File: src/rtl/dac_regbank.sv
module dac_regbank #(
  parameter int CODE_W = 16,
  parameter int NCH    = 4
) (
  input  logic                  clk,
  input  logic                  rst_n,
  input  logic                  frm_vld,
  input  logic [1:0]            ld_code,
  input  logic [1:0]            ch_sel,
  input  logic                  pd_flag,
  input  logic [CODE_W-1:0]     payload,
  output logic [NCH*CODE_W-1:0] out_code,
  output logic [NCH-1:0]        out_pd_en,
  output logic [NCH*2-1:0]      out_pd_mode
);
  localparam int SEL_W = 2;

  typedef struct packed {
    logic              pd;
    logic [1:0]        mode;
    logic [CODE_W-1:0] code;
  } ent_t;

  function automatic ent_t merge(ent_t dst, ent_t src);
    merge = src.pd ? '{pd: 1'b1, mode: src.mode, code: dst.code}
                   : '{pd: 1'b0, mode: 2'b00, code: src.code};
  endfunction

  ent_t new_e;
  assign new_e = '{pd: pd_flag, mode: payload[CODE_W-1 -: 2], code: payload};

  logic all_ld, bc_data, bc_prom;
  assign all_ld  = (ld_code == 2'b11);
  assign bc_data = all_ld &  ch_sel[SEL_W-1];
  assign bc_prom = all_ld & ~ch_sel[SEL_W-1];

  for (genvar i = 0; i < NCH; i++) begin : g_ch
    ent_t tmp_q, act_q;
    logic hit, wr_tmp, wr_act, prom;

    assign hit    = (ch_sel == SEL_W'(i));
    assign wr_tmp = frm_vld & ((~all_ld & hit) | bc_data);
    assign wr_act = frm_vld & (((ld_code == 2'b01 || ld_code == 2'b10) & hit) | bc_data);
    assign prom   = frm_vld & (((ld_code == 2'b10) & ~hit) | bc_prom);

    always_ff @(posedge clk or negedge rst_n) begin
      if (!rst_n) begin
        tmp_q <= '0;
        act_q <= '0;
      end else begin
        if (wr_tmp) tmp_q <= merge(tmp_q, new_e);
        if (wr_act)    act_q <= merge(act_q, new_e);
        else if (prom) act_q <= merge(act_q, tmp_q);
      end
    end

    assign out_code[i*CODE_W +: CODE_W] = act_q.code;
    assign out_pd_en[i]                 = act_q.pd;
    assign out_pd_mode[i*2 +: 2]        = act_q.mode;
  end
endmodule

File: config.mk
export PLATFORM = sky130hd
export DESIGN_NAME = dac_regbank
export DESIGN_NICKNAME = d
export VERILOG_FILES = /design/src/rtl/dac_regbank.sv
export SDC_FILE = /design/constraint.sdc
export NUM_CORES = 1
export LEC_CHECK = 0
export BUFFER_PORTS_ARGS = -buffer_cell sky130_fd_sc_hd__buf_4
export CELL_PAD_IN_SITES_DETAIL_PLACEMENT = 1
export CELL_PAD_IN_SITES_GLOBAL_PLACEMENT = 2
export CORE_MARGIN = 5
export CORE_UTILIZATION = 39
export CTS_BUF_LIST = sky130_fd_sc_hd__clkbuf_16
export DETAILED_ROUTE_END_ITERATION = 12
export MAX_ROUTING_LAYER = met4
export PLACE_DENSITY = 0.79
export SKIP_LAST_GASP = 1
export SLEW_MARGIN = 20
export SYNTH_ARGS = -nofsm -noshare
export SYNTH_HDL_FRONTEND = slang
export SYNTH_SLANG_ARGS = --single-unit
export TNS_END_PERCENT = 1
File: constraint.sdc
create_clock -name clk -period 2 [get_ports clk]
set_clock_uncertainty 0.2 [all_clocks]
set_input_delay 0.4 -clock clk [delete_from_list [all_inputs] [get_ports clk]]
set_output_delay 0.4 -clock clk [all_outputs]
set_load 0.005 [all_outputs]
==> results of run 1 <==
[metal layers]
metal  vias up  part of all wire (%)  GRT usage [%]
met4         0                   1.6          5.266
met5         -                     0              -
met3        22                   2.7          3.525
met2        88                    52          34.84
met1      2637                    44          25.30
li1       2298                     -              -
[through the flow]
step                setup WS [ns]  setup TNS, ns
floorplan                 -0.3120         -16.49
global placement          -0.3410         -34.36
detailed placement        -0.4043         -39.93
CTS                       0.01802              0
global route             -0.02606       -0.02606
finish                    0.03846              0
[where the power goes]
| group | total [W] | switching [W] | internal, W |
|---|---|---|---|
| clock | 0.00317 | 0.00133 | 0.00184 |
| combinational | 0.00296 | 0.00116 | 0.00180 |
| sequential | 0.00455 | 0.000572 | 0.00398 |
[placed cells by master (no fill, tap or decap), types with 8 or more instances in the layout]
cell type	instances
buf_4	143
mux2i_1	67
dfrtp_1	152
mux2_2	114
clkbuf_16	17
nand3_1	8
nand2b_1	84
mux2_4	9
nand2_1	13
o21ai_0	11
buf_12	10
mux2_1	10
[cells in the mapped netlist, drive strengths merged]
library cell	number
a211o	1
a21boi	2
a21o	1
a21oi	5
a221o	1
a31oi	7
and2	5
and3	2
buf	25
clkbuf	12
dfrtp	152
ha	2
inv	5
mux2	133
mux2i	67
nand2	14
nand2b	84
nand3	9
nand3b	1
nand4b	1
nand4bb	1
nor2	8
nor2b	4
nor3	3
nor3b	2
o21a	4
o21ai	18
o21ba	1
o21bai	1
o311a	1
o31a	1
o41ai	1
or2	3
or3	1
[registers in the layout, indices dropped and copies added (netlist names)]
| signal | cells |
|---|---|
| out_pd_mode | 8 |
| out_pd_en | 4 |
| out_code | 64 |
| g_ch.tmp_q | 76 |
[what timing repair did]
item                                   4_1_cts  5_1_grt
hold buffers                                 1        0
gates resized for setup                      0        1
setup endpoints to repair                    0        7
endpoints found under the hold margin       31        0
[worst max path at each step]
stage | start | to | cells past startpoint
2_1_floorplan | ld_code[0] | out_code[23] | 7
3_3_place_gp | ld_code[0] | out_code[55] | 8
3_5_place_dp | ld_code[0] | out_code[56] | 8
4_1_cts | ld_code[0] | out_code[56] | 8
5_1_grt | ld_code[0] | out_code[54] | 8
6_report | ld_code[0] | out_code[54] | 8
[kinds of logic (layout without fill, tap and decap cells)]
family	count (synthesis)	in the layout	synth area share, %
flops	152	152	51.60
fa+ha+maj	2	2	0.3394
simple gates	138	138	11.08
buf+inv	42	193	3.089
compound gates	44	44	4.057
mux	200	200	29.83
[area by class of cell]
type,instances,area (sq um),area share (%)
clock buffer,17,425.4,4.529
clock inverter,15,155.1,1.652
inverter,5,18.77,0.1998
multi-input combinational,384,3391,36.10
sequential,152,3804,40.50
tap,234,292.8,3.117
timing repair buffer,156,1306,13.91
==> results.json, run 1 <==
{
  "wl_per_cell_um": 21.52,
  "max_freq_mhz": 509.8,
  "path_cells": "buf_4, inv_1, ha_4, nand2b_1, a21o_1, a221o_1, buf_4, mux2_1",
  "drtIter0Drc": 215,
  "yosys_warnings": 0,
  "synth_fp_nets": 604,
  "synth-seq-cells": 152,
  "post-route-util_pct": 50.38,
  "drc": 0,
  "peakVddDrop_uv": 668.3,
  "cp_num_buf_inv": 3,
  "max-slew-margin-rel_pct": 32.69,
  "wl_um": 20720,
  "critPathMaxStageDelay_ns": 0.36,
  "fin_area_sq_um": 9393,
  "period_minus_slack_ns": 1.962,
  "cts-htree-levels": 4,
  "cts_made_buffers": 17,
  "fp.dieArea_sq_um": 21750,
  "cp.required_ns": 2.11,
  "die_h_um": 147.5,
  "rows": 50,
  "portBuffers": 99,
  "grt_overflow": 0,
  "worst_pin_slew_ns": 1.009,
  "reg2reg_to": "out_code[30]",
  "synth_cell_type_count": 45,
  "end_kind": "register",
  "cap_violations": 0,
  "final_nets": 742,
  "nFillCells": 1918,
  "reg2regPathDepth": 3,
  "dp.cells": 930,
  "synth_top_cell_by_area": "dfrtp_1",
  "finalMaxSlewViolations": 0,
  "power_density_nw_per_um2": 1137,
  "holdWs_ns": 0.04405,
  "hp-start": "payload[5]",
  "synth_area_leaders": "dfrtp_1 (52%), mux2_2 (17%), mux2i_1 (9.1%)",
  "post_layout_nonfiller_instances": 963,
  "grt_max_degree": 60,
  "viasPerCell": 5.239,
  "io_pins": 100,
  "insertion_delay_ns": 0.43,
  "antenna_found_initial": 0,
  "start_kind": "input port",
  "cp_max_fo": 8,
  "hold_viol_final": 0,
  "areaGrowthSynthToFinish_pct": 27.43,
  "synth_cells": 578,
  "r2r_start": "g_ch[1].tmp_q[18]",
  "rsz0062_at_grt": "yes",
  "die_width_um": 147.5,
  "clockRootBuffer": "clkbuf_16",
  "post_cts.repair.setup_buffers": 0,
  "dp_hpwl_um": 14590,
  "critPathKind": "input port to register",
  "status": "finished, final reports clean",
  "crit_top_cell": "buf_4",
  "first_pass_iters": 4,
  "post-route-period-util_pct": 98.08,
  "clk_pin_slew_ns": 0.07,
  "placed_area_sq_um": 8798,
  "hold_class": "input port to register",
  "netlist_area_sq_um": 7371,
  "critPathTopFamily": "compound AO/OA/AOI/OAI gates",
  "antenna_cells": 0,
  "cts_max_path_buffers": 2,
  "cts_tree": "yes",
  "r2r_slack_ns": 0.33,
  "grt_first_pass_wirelength_um": 33320,
  "total_power_w": 0.01068,
  "setup_viol": 0,
  "whs_endpoint": "g_ch[2].tmp_q[5]",
  "slowest_stage": "a221o_1",
  "via_count": 5045,
  "p_leak_nw": 4.658,
  "ys_seq_area_share_pct": 51.60,
  "syn_area_per_cell_sq_um": 12.75,
  "place_congestion": 0.8605,
  "core_area_sq_um": 18640,
  "clkSinkCount": 152,
  "initial_core_util_pct": 39.54,
  "crit_arrival_ns": 2.07,
  "yosys.area.top_type_share_pct": 51.60,
  "whs_path_depth": 2,
  "grt.total_usage_pct": 20.40,
  "first_global_vias": 5765,
  "layout-drive-gt1-share_pct": 44.31,
  "ant_nets": 0
}
(Power assumes the default switching activity.)
==> inputs of run 2 (changes only) <==
--- a/config.mk
+++ b/config.mk
@@ -5,15 +5,15 @@
 export SDC_FILE = /design/constraint.sdc
 export NUM_CORES = 1
 export LEC_CHECK = 0
-export BUFFER_PORTS_ARGS = -buffer_cell sky130_fd_sc_hd__buf_4
 export CELL_PAD_IN_SITES_DETAIL_PLACEMENT = 1
 export CELL_PAD_IN_SITES_GLOBAL_PLACEMENT = 2
 export CORE_MARGIN = 5
-export CORE_UTILIZATION = 39
+export CORE_UTILIZATION = 43
 export CTS_BUF_LIST = sky130_fd_sc_hd__clkbuf_16
 export DETAILED_ROUTE_END_ITERATION = 12
+export DONT_BUFFER_PORTS = 1
 export MAX_ROUTING_LAYER = met4
-export PLACE_DENSITY = 0.79
+export PLACE_DENSITY = 0.77
 export SKIP_LAST_GASP = 1
 export SLEW_MARGIN = 20
 export SYNTH_ARGS = -nofsm -noshare
==> results.json, run 2 (same netlist as run 1, synthesis figures left out) <==
{
  "status": "finished with violations",
  "violations": "negative hold slack",
  "worst_pin_slew_ns": 1.042,
  "finalMaxSlewViolations": 0,
  "cts_max_path_buffers": 2,
  "via_count": 4695,
  "largest_reg_flops": 76,
  "reg2regPathDepth": 3,
  "internal_power_w": 0.007082,
  "io_pins": 100,
  "period_minus_slack_ns": 1.874,
  "ant_nets": 0,
  "wl_um": 19970,
  "crit_arrival_ns": 1.98,
  "clkSinkCount": 152,
  "layout_commonest_cell": "dfrtp_1",
  "cts_resized": 0,
  "cp.depth": 7,
  "peakVddDrop_uv": 762.4,
  "post_cts.repair.setup_buffers": 0,
  "start_kind": "input port",
  "fp.dieArea_sq_um": 19860,
  "r2r_slack_ns": 0.21,
  "first_pass_iters": 6,
  "power_density_nw_per_um2": 1132,
  "holdWs_ns": -0.5334,
  "dp.cells": 811,
  "p_sw_w": 0.002782,
  "end_kind": "register",
  "cts_tree": "yes",
  "p_leak_nw": 4.179,
  "place_congestion": 0.7854,
  "insertion_delay_ns": 0.43,
  "critPathTopFamily": "compound AO/OA/AOI/OAI gates",
  "cap_violations": 0,
  "dp_hpwl_um": 13490,
  "setup_viol": 0,
  "rows": 47,
  "antenna_found_initial": 0,
  "path_cells": "inv_1, ha_4, nand2_2, o21a_4, o41ai_4, buf_12, mux2_4",
  "grt.total_usage_pct": 21.66,
  "grt_overflow": 0,
  "post-route-period-util_pct": 93.72,
  "slowest_stage": "o41ai_4",
  "max_freq_mhz": 533.5,
  "tns_ns": 0,
  "final_nets": 653,
  "core_area_sq_um": 16700,
  "drc": 0,
  "hold_viol_final": 152,
  "areaGrowthSynthToFinish_pct": 18.18,
  "cp.required_ns": 2.11,
  "die_width_um": 140.9,
  "critPathMaxStageDelay_ns": 0.54,
  "drtIter0Drc": 204,
  "total_power_w": 0.009864,
  "clkPwrFrac_pct": 33.4,
  "crit_end": "out_code[27]",
  "combPwrFrac_pct": 19.4,
  "cp_num_buf_inv": 2,
  "reg2reg_to": "out_code[27]",
  "hold_buffers": 17,
  "portBuffers": 0,
  "max-slew-margin-rel_pct": 30.47,
  "r2r_start": "g_ch[1].tmp_q[18]",
  "die_h_um": 140.9,
  "p_sw_share_pct": 28.20,
  "antenna_cells": 0,
  "post-route-util_pct": 52.16,
  "cts_made_buffers": 17,
  "wl_per_cell_um": 23.22,
  "hold_class": "input port to asynchronous set/reset pin",
  "cp-startpoint": "ld_code[0]",
  "top_register": "g_ch.tmp_q",
  "final_cell_mix": "dfrtp_1 (152), mux2_2 (114), nand2b_1 (84)",
  "seq_power_share_pct": 47.3,
  "first_global_vias": 5181,
  "clockRootBuffer": "clkbuf_16",
  "cp_max_fo": 10,
  "post_layout_nonfiller_instances": 860,
  "rsz0062_at_grt": "no",
  "grt_max_degree": 153,
  "grt_first_pass_wirelength_um": 31400,
  "cts-htree-levels": 4,
  "clk_pin_slew_ns": 0.06,
  "viasPerCell": 5.459,
  "layout-drive-gt1-share_pct": 34.06,
  "initial_core_util_pct": 44.13,
  "critPathKind": "input port to register"
}
[run 2: cell type report]
type                            count  area (sq um)
Tap cell                          220         275.3
Clock buffer                       17         425.4
Sequential cell                   152          3804
Inverter                            5         18.77
Multi-Input combinational cell    384          3391
Fill cell                        1720          7990
Timing Repair Buffer               67         620.6
Clock inverter                     15         176.4
[run 2: routing by layer]
| layer | global-route usage, % | part of all wire, % | vias up | wire length, um |
|---|---|---|---|---|
| met2 | 36.34 | 51 | 89 | 10270 |
| met3 | 5.655 | 5.4 | 25 | 1077 |
| met1 | 25.54 | 41 | 2469 | 8241 |
| met5 | - | 0 | - | 0 |
| met4 | 6.986 | 1.9 | 0 | 378 |
| li1 | - | - | 2112 | - |
[run 2: power by group through the flow]
stage | sequential (W) | clock (W) | combinational (W)
after detailed placement | 0.00474 | 0 | 0.00188
after global placement | 0.00469 | 0 | 0.00179
final | 0.00466 | 0.00329 | 0.00191
after CTS | 0.00470 | 0.00336 | 0.00194
after floorplan | 0.00446 | 0 | 0.00147
after global routing | 0.00478 | 0.00351 | 0.00211
[run 2: stage by stage]
stage / setup WS, ns / area [sq um]
after global routing: 0.08756 / 8711
after floorplan: -0.3120 / 7412
after global placement: -0.2464 / 7939
after detailed placement: -0.3060 / 7939
final: 0.1257 / 8711
after CTS: 0.1447 / 8711
[run 2: worst min path at each step]
stage                     cells past startpoint  start          endpoint  slack (ns)
final                                         0  rst_n      out_code[29]       -0.53
after global routing                          0  rst_n      out_code[29]       -0.56
after CTS                                     0  rst_n      out_code[29]       -0.55
after detailed placement                      0  rst_n      out_code[29]       -0.09
after global placement                        0  rst_n      out_code[28]       -0.09
after floorplan                               0  rst_n  g_ch[0].tmp_q[0]        -0.1
==> inputs of run 3 (changes only) <==
--- a/config.mk
+++ b/config.mk
@@ -8,12 +8,13 @@
 export CELL_PAD_IN_SITES_DETAIL_PLACEMENT = 1
 export CELL_PAD_IN_SITES_GLOBAL_PLACEMENT = 2
 export CORE_MARGIN = 5
-export CORE_UTILIZATION = 43
+export CORE_UTILIZATION = 40
 export CTS_BUF_LIST = sky130_fd_sc_hd__clkbuf_16
 export DETAILED_ROUTE_END_ITERATION = 12
 export DONT_BUFFER_PORTS = 1
+export GPL_ROUTABILITY_DRIVEN = 0
 export MAX_ROUTING_LAYER = met4
-export PLACE_DENSITY = 0.77
+export PLACE_DENSITY = 0.72
 export SKIP_LAST_GASP = 1
 export SLEW_MARGIN = 20
 export SYNTH_ARGS = -nofsm -noshare
==> results.json, run 3 (same netlist as run 1, synthesis figures left out) <==
{
  "post_layout_nonfiller_instances": 866,
  "rsz0062_at_grt": "no",
  "final_cell_mix": "dfrtp_1 (152), mux2_2 (114), nand2b_1 (84)",
  "power_density_nw_per_um2": 1099,
  "areaGrowthSynthToFinish_pct": 18.13,
  "portBuffers": 0,
  "max-slew-margin-rel_pct": 28.12,
  "largest_reg_flops": 76,
  "reg2reg_to": "out_code[19]",
  "critPathMaxStageDelay_ns": 0.63,
  "placed_area_sq_um": 7998,
  "setup_viol": 0,
  "status": "finished with violations",
  "drtIter0Drc": 215,
  "dp.cells": 817,
  "finalMaxSlewViolations": 0,
  "critPathKind": "input port to register",
  "crit_arrival_ns": 2.06,
  "hold_viol_final": 152,
  "cp.required_ns": 2.10,
  "via_count": 4656,
  "viasPerCell": 5.376,
  "grt_first_pass_wirelength_um": 32350,
  "cp_num_buf_inv": 2,
  "reg2regPathDepth": 3,
  "clkSinkCount": 152,
  "finalWorstSetupSlack_ns": 0.03751,
  "wl_um": 20120,
  "wl_per_cell_um": 23.23,
  "die_width_um": 145.7,
  "drc": 0,
  "layout_commonest_cell": "dfrtp_1",
  "fp.dieArea_sq_um": 21240,
  "period_minus_slack_ns": 1.962,
  "cp_max_fo": 7,
  "rows": 49,
  "grt.total_usage_pct": 20.27,
  "cts_resized": 0,
  "cts_made_buffers": 17,
  "critPathTopFamily": "compound AO/OA/AOI/OAI gates",
  "cts_tree": "yes",
  "start_kind": "input port",
  "end_kind": "register",
  "post_cts.repair.setup_buffers": 0,
  "clk_pin_slew_ns": 0.06,
  "insertion_delay_ns": 0.42,
  "cts-htree-levels": 4,
  "hold_class": "input port to asynchronous set/reset pin",
  "cap_violations": 0,
  "grt_overflow": 0,
  "violations": "negative hold slack",
  "first_global_vias": 5335,
  "first_pass_iters": 4,
  "path_cells": "inv_1, ha_4, nand2_2, o21a_4, o41ai_4, buf_12, mux2_2",
  "cts_max_path_buffers": 2,
  "fin_area_sq_um": 8707,
  "clockRootBuffer": "clkbuf_16",
  "slowest_stage": "o41ai_4",
  "die_h_um": 145.7,
  "holdWs_ns": -0.5199,
  "nFillCells": 1826,
  "worst_pin_slew_ns": 1.077,
  "initial_core_util_pct": 40.89,
  "max_freq_mhz": 509.6,
  "layout-drive-gt1-share_pct": 33.12,
  "peakVddDrop_uv": 629.1,
  "r2r_slack_ns": 0.14,
  "top_register": "g_ch.tmp_q",
  "p_leak_nw": 4.179,
  "ant_nets": 0,
  "antenna_cells": 0,
  "antenna_found_initial": 0,
  "post-route-period-util_pct": 98.12,
  "r2r_start": "g_ch[1].tmp_q[18]",
  "grt_max_degree": 153,
  "dp_hpwl_um": 13320,
  "io_pins": 100,
  "dp_slack_ns": -0.3836,
  "final_nets": 650,
  "tns_ns": 0,
  "core_area_sq_um": 18020,
  "hold_buffers": 17
}
[run 3: worst max-delay path by stage]
| stage | startpoint | endpoint | cells after the start |
|---|---|---|---|
| after global placement | ld_code[0] | out_code[19] | 7 |
| after CTS | ld_code[0] | out_code[19] | 7 |
| after global routing | ld_code[0] | out_code[19] | 7 |
| after detailed placement | ld_code[0] | out_code[17] | 7 |
| after floorplan | ld_code[0] | out_code[23] | 7 |
| final | ld_code[0] | out_code[19] | 7 |
[run 3: worst reg2reg max path: stages (launching register included)]
cell and delay (ns):
dfrtp_1 0.41, o41ai_4 0.58, buf_12 0.21, mux2_2 0.35
[run 3: area by class of cell]
cell class,count,area (sq um),share of cell area [%]
flip-flops and latches,152,3804,43.68
multi-input cells,384,3398,39.03
repair buffers,64,660.6,7.587
clock buffers,17,425.4,4.886
well taps,229,286.5,3.291
clock inverters,15,113.9,1.308
inverters,5,18.77,0.2155
[run 3: metrics by stage]
stage	utilization (%)	power (W)
after floorplan	-	0.005930
after global placement	44.37	0.006521
after detailed placement	44.37	0.006646
after CTS	48.31	0.009715
after global routing	48.31	0.01012
final	48.31	0.009571
[run 3: report_power, final]
part / internal [W] / switching, W / leakage, nW / total [W]
clock network: 0.00169 / 0.00128 / 0.274 / 0.00297
registers: 0.00398 / 0.000680 / 1.89 / 0.00466
logic: 0.00115 / 0.000789 / 2.01 / 0.00194
total: 0.00682 / 0.00275 / 4.18 / 0.00957
[run 3: metal layers]
metal | vias up | routed length, um | track usage, %
met3 | 26 | 1052 | 5.170
li1 | 2116 | - | -
met2 | 93 | 10070 | 33.15
met5 | - | 0 | -
met1 | 2421 | 8720 | 25.11
met4 | 0 | 275 | 5.364
